--- src/rtl/tern_rx_fifo.sv ---
module tern_rx_fifo #(
  parameter int STAGES     = 9,
  parameter int SYNC_DEPTH = 2
) (
  input  logic       clk,
  input  logic       rst_n,
  input  logic [1:0] line_i,
  input  logic       rxclk_i,
  output logic       bit_o,
  output logic       bit_vld_o,
  output logic       err_o
);
  localparam int         LAST   = STAGES - 1;
  localparam int         QW     = 2 * STAGES;
  localparam logic [1:0] C_FALSE = 2'b01;
  localparam logic [1:0] C_TRUE  = 2'b10;

  logic [QW-1:0]         qv;
  logic [QW-1:0]         dv;
  logic [STAGES-1:0]     st, in_st, nx_st, take;
  logic [SYNC_DEPTH-1:0] sy;
  logic                  line_prev_st, arrived, rx_prev, gate_en, ack_prev;
  logic                  ack, rx_rise, run;

  assign dv      = {qv[QW-3:0], line_i};
  assign ack     = rxclk_i & gate_en;
  assign rx_rise = rxclk_i & ~rx_prev;
  assign run     = sy[SYNC_DEPTH-1];
  assign nx_st   = {ack, st[STAGES-1:1]};
  assign take    = in_st ^ nx_st;

  for (genvar g = 0; g < STAGES; g++) begin : g_stage
    assign st[g]    = |qv[2*g +: 2];
    assign in_st[g] = |dv[2*g +: 2];

    p_alternate_r2: assert property (@(posedge clk) disable iff (!rst_n)
      (qv[2*g +: 2] != $past(qv[2*g +: 2])) |-> (st[g] != $past(st[g])));
  end

  always_ff @(posedge clk or negedge rst_n) begin
    if (!rst_n) begin
      qv <= '0;
    end else begin
      for (int i = 0; i < STAGES; i++)
        if (take[i]) qv[2*i +: 2] <= dv[2*i +: 2];
    end
  end

  always_ff @(posedge clk or negedge rst_n) begin
    if (!rst_n) begin
      line_prev_st <= 1'b0;
      arrived      <= 1'b0;
      rx_prev      <= 1'b0;
      sy           <= '0;
      gate_en      <= 1'b0;
    end else begin
      line_prev_st <= |line_i;
      if ((|line_i) && !line_prev_st) arrived <= 1'b1;
      rx_prev <= rxclk_i;
      if (rx_rise) sy <= {sy[SYNC_DEPTH-2:0], arrived};
      if (!rxclk_i) gate_en <= run;
    end
  end

  always_ff @(posedge clk or negedge rst_n) begin
    if (!rst_n) begin
      ack_prev  <= 1'b0;
      bit_o     <= 1'b0;
      bit_vld_o <= 1'b0;
      err_o     <= 1'b0;
    end else begin
      ack_prev  <= ack;
      bit_vld_o <= 1'b0;
      if (ack && !ack_prev) begin
        case (qv[2*LAST +: 2])
          C_TRUE:  begin bit_o <= 1'b1; bit_vld_o <= 1'b1; end
          C_FALSE: begin bit_o <= 1'b0; bit_vld_o <= 1'b1; end
          default: err_o <= 1'b1;
        endcase
      end
    end
  end

  p_no_early_read_r4: assert property (@(posedge clk) disable iff (!rst_n)
    bit_vld_o |-> arrived);

  p_last_holds_r6: assert property (@(posedge clk) disable iff (!rst_n)
    $past(ack) |-> !$rose(st[LAST]));

  p_single_strobe_r7: assert property (@(posedge clk) disable iff (!rst_n)
    bit_vld_o |=> !bit_vld_o);

  p_err_sticky_r9: assert property (@(posedge clk) disable iff (!rst_n)
    err_o |=> err_o);

endmodule

--- config.mk ---
export PLATFORM = sky130hd
export DESIGN_NAME = tern_rx_fifo
export DESIGN_NICKNAME = d
export VERILOG_FILES = /design/src/rtl/tern_rx_fifo.sv
export SDC_FILE = /design/constraint.sdc
export NUM_CORES = 1
export LEC_CHECK = 0
export BUFFER_PORTS_ARGS = -buffer_cell sky130_fd_sc_hd__buf_2
export CORE_MARGIN = 2
export CORE_UTILIZATION = 60
export DETAILED_ROUTE_END_ITERATION = 8
export GPL_TIMING_DRIVEN = 0
export PLACE_DENSITY = 0.79
export SLEW_MARGIN = 10
export SYNTH_ARGS = -nofsm -noshare
export SYNTH_HDL_FRONTEND = slang
export SYNTH_SLANG_ARGS = --single-unit
--- constraint.sdc ---
create_clock -name clk -period 2.3 [get_ports clk]
set_input_delay 0.46 -clock clk [delete_from_list [all_inputs] [get_ports clk]]
set_output_delay 0.46 -clock clk [all_outputs]
set_load 0.02 [all_outputs]
Word level (Yosys, flattened, before mapping)

Index checks and enable logic that the tools add are counted.
Widths: inputs -> output; s select.

Register bits: 28
Memories: 0
Bits in writable memories: 0
Word-level logic and storage cells: 46
Input bits: 5
Output and inout bits: 3
Latch bits: 0
Memory bits (read-only): 0

Reductions and logical operators: 18
Equal/unequal tests: 2
Mux-type cells: 3
Divide/modulo/power cells: 0
Magnitude comparators: 0
Bitwise logic cells: 5
$mul: 0
Add/subtract/negate cells: 0
Shifts and indexed selects: 0

Operator list:

| kind               | count |
|---|---|
| $reduce_or 2->1    | 11 |
| $xor 9x9->9        | 1 |
| $reduce_and 2->1   | 2 |
| $and 1x1->1        | 2 |
| $eq 2x1->1 const B | 1 |
| $eq 2x2->1 const B | 1 |
| $logic_and 1x1->1  | 2 |
| $logic_not 1->1    | 2 |
| $mux 1             | 2 |
| $not 1->1          | 2 |
| $pmux 1 s2         | 1 |
| $reduce_bool 2->1  | 1 |

Logic depth before layout (Yosys ltp)

Depth in word-level cells: 4
Depth in mapped cells: 4

Worst setup path before layout

No wires, ideal clock.

Path kind: register -> register
Start: register qv[15]
End: register qv[12]
Slack: 1.252 ns
Data required time: 2.174 ns
Setup time: 0.126 ns
Data arrival time: 0.922 ns
Stages on the path, launching flop included: 4
Cell sequence: dfrtp_1 buf_6 o21a_1 o32a_1

Longest elaborated chain between the ends: 2

Ends and longest elaborated chain:

| element                           | RTL line | RTL |
|---|---|---|
| from (decl)                       | 18       | `logic [QW-1:0] qv;` |
| from (signal, indexed assignment) | 45       | `if (take[i]) qv[2*i +: 2] <= dv[2*i +: 2];` |
| $reduce_or 2->1                   | 33       | `assign st[g] = \|qv[2*g +: 2];` |
| $xor 9x9->9                       | 30       | `assign take = in_st ^ nx_st;` |

No other way between the ends.
A chain may end at the register's enable or synchronous reset.

Worst setup path in the final report

Start: register bit_vld_o
End: output port bit_vld_o

RTL lines:

| element                | RTL line | RTL |
|---|---|---|
| from (decl)            | 10       | `output logic bit_vld_o,` |
| from (signal assigned) | 69       | `bit_vld_o <= 1'b0;` |
| from (signal assigned) | 73       | `bit_vld_o <= 1'b0;` |
| from (signal assigned) | 76       | `C_TRUE: begin bit_o <= 1'b1; bit_vld_o <= 1'b1; end` |

No word-level cell between the ends.

==> qor.csv <==
metric,value,unit
status,finished clean,
num_io_pins,8,
synth_ff_type,dfrtp_1,
ys_seq_area_share,48.3,%
port_buffers,7,
p_leak,0.678,nW
grt_setup_unrepaired,false,
route.detailed.wl_per_inst,13.4,microns
crit_path_cell_trace,buf_2,
total_power,1.85,mW
overflow,0,
clk_latency,330,ps
start_util,64.3,%
postSynth.asyncResetShare,100,%
gp_congestion,0.762,
regArea,701,sq um
cp.arrival,880,ps
p_sw_share,37.3,%
worst_pin_slew,607,ps
cts_buffers,3,
synth_edf_count,0,
max_slew_margin,59.5,%
yosysTopAreaCell,dfrtp_1,
combPwrFrac,47.1,%
drt_iter0_markers,10,
path_clk_slew,160,ps
synth_fp_nets,144,
power.switching,0.689,mW
critPathBufInv,1,
final.period_utilization,58.2,%
endpoint_kind,primary output,
area_growth,7.33,%
finalHoldViolCount,0,
post_cts_resized,0,
final-setup-viol-count,0,
synth_seq_cells,28,
critPathMaxStageDelay,400,ps
drtAntennaViolNets,0,
slowest_stage,dfrtp_1,
fin_setup_tns,0,ps
worstHoldPathType,in2async,
die_height,53.2,microns
worstPathMaxFanout,1,
cap_violations,0,
fp.coreArea,0.00225,sq mm
seq_power_share,39.9,%
post-route-min-period,1340,ps
num_antenna_cells,0,
grtUsageTotal,19.7,%
worst_clock_skew,13.5,ps
cp_data_required_time,1840,ps
drc,0,
netlist_instances,137,
cts_tree,built,
vias,1012,
intPower,1.16,mW
placed_cells,172,
cp-start-kind,register,
multi_input_area,608,sq um
grt_max_degree,29,
powerDensity,1190,mW/mm^2
p_clk_share,13.0,%
rr_worst_depth,4,
first_pass_iters,4,
crit_family,flip-flops,
synth_top_cell_area_share,48.3,%
r2r_end,bit_o$_DFFE_PN0P_,
drt-total-wl,2.37,mm
maxSlewViolCount,0,
clock-sinks,28,
grt_pass1_wl,4.08,mm
yosys_warnings,0,
r2r-start,qv[16]$_DFFE_PN0P_,
dieArea,0.00283,sq mm
irDropWorstVdd,776,uV
cts-root-buf,clkbuf_4,
hold_buffers,0,
die_w,53.2,microns
ys_top_cells_by_area,"dfrtp_1 (48%), nor4b_1 (7.2%), a211oi_1 (6.2%)",
nFillCells,173,
grt_pass1_vias,940,
final_nets,156,
rrSetupSlack,1140,ps
drt-vias-per-instance,5.75,
syn-cell-area,0.00145,sq mm
whs,116,ps
stdcell_count,176,
critical_path_class,reg2out,
syn_avg_cell_area,10.6,sq um
synth_cell_types,29,
crit_start,bit_vld_o$_DFF_PN0_,
max_freq,747,MHz
htreeDepth,1,
post_cts_buffers,0,
drive_gt1_share,19.6,%
cts.path.max_buffers,2,
rows,17,
dp_hpwl,1.71,mm
antenna_found_initial,0,
[registers in the layout (all words and copies together), names as in the netlist]
register / cells
line_prev_st: 1
bit_vld_o: 1
err_o: 1
bit_o: 1
ack_prev: 1
sy: 2
arrived: 1
gate_en: 1
rx_prev: 1
qv: 18
[per-layer routing]
layer / share of wire [%] / vias up / track usage, %
li1: - / 517 / -
met1: 47 / 477 / 26.3
met5: 0 / - / 0
met3: 2.7 / 4 / 3.39
met2: 49 / 14 / 32.9
met4: 0.97 / 0 / 5.13
[synth_stat cells, drive strengths merged, types with 2 or more instances]
cell type	count
buf	12
inv	10
or2	7
nor3	2
dfrtp	28
nor4b	12
xnor2	2
o21ai	17
o32a	2
o21a	2
ha	2
a211oi	12
mux2	2
nor3b	2
nor2	12
nand3b	2
[layout by cell type (no fill, tap or decap), types with 2 or more instances in the layout]
cell       n
xnor2_1    2
nor3b_1    2
or2_1      6
mux2_2     2
a211oi_1  12
inv_1     10
buf_6      7
nor2_1    12
nor3_1     2
clkbuf_4   3
o21a_1     2
nor4b_1   12
o21ai_0   17
buf_2     12
o32a_1     2
ha_1       2
dfrtp_1   28
nand3b_1   2
[through the flow]
step                setup slack (ps)  util (%)  instance area, sq um
floorplan                       1250         -                  1450
global placement                1060      67.4                  1520
detailed placement              1040      67.4                  1520
CTS                              951      69.0                  1560
global route                     922      69.0                  1560
finish                           961      69.0                  1560
[logic make-up after synthesis]
logic type	synth area share (%)
XOR/XNOR	1.21
AND/OR/NAND/NOR	18.8
flip-flops	48.3
AO/OA/AOI/OAI	17.9
multiplexers	2.24
adder cells (fa/ha/maj)	1.73
buffers and inverters	9.75
[cell type report]
class                           instances  share of cell area [%]
Sequential cell                        28                    45.0
Multi-Input combinational cell         87                    39.1
Buffer                                 12                    6.67
Clock buffer                            4                    2.33
Inverter                               10                    2.41
Tap cell                               28                    2.25
Timing Repair Buffer                    7                    2.25
[worst max path at each step]
stage,end,slack (ps),cells past startpoint
after floorplan,qv[12]$_DFFE_PN0P_,1250,3
after global placement,sy[0]$_DFFE_PN0P_,1060,3
after detailed placement,sy[1]$_DFFE_PN0P_,1040,3
after CTS,bit_o,950,1
after global routing,bit_o,920,1
final,bit_vld_o,960,1
[power by group through the flow]
stage | clock network (mW) | registers [mW] | logic (mW)
after global placement | 0 | 0.737 | 0.823
after global routing | 0.257 | 0.756 | 0.975
after floorplan | 0 | 0.733 | 0.709
after detailed placement | 0 | 0.749 | 0.873
after CTS | 0.242 | 0.738 | 0.876
final | 0.240 | 0.737 | 0.870
[worst register-to-register path, stage by stage (launching register included)]
cell	delay (ps)
dfrtp_1	380
inv_1	70
ha_1	320
nand4b_1	140
mux2i_1	190
(Power assumes the default switching activity.)
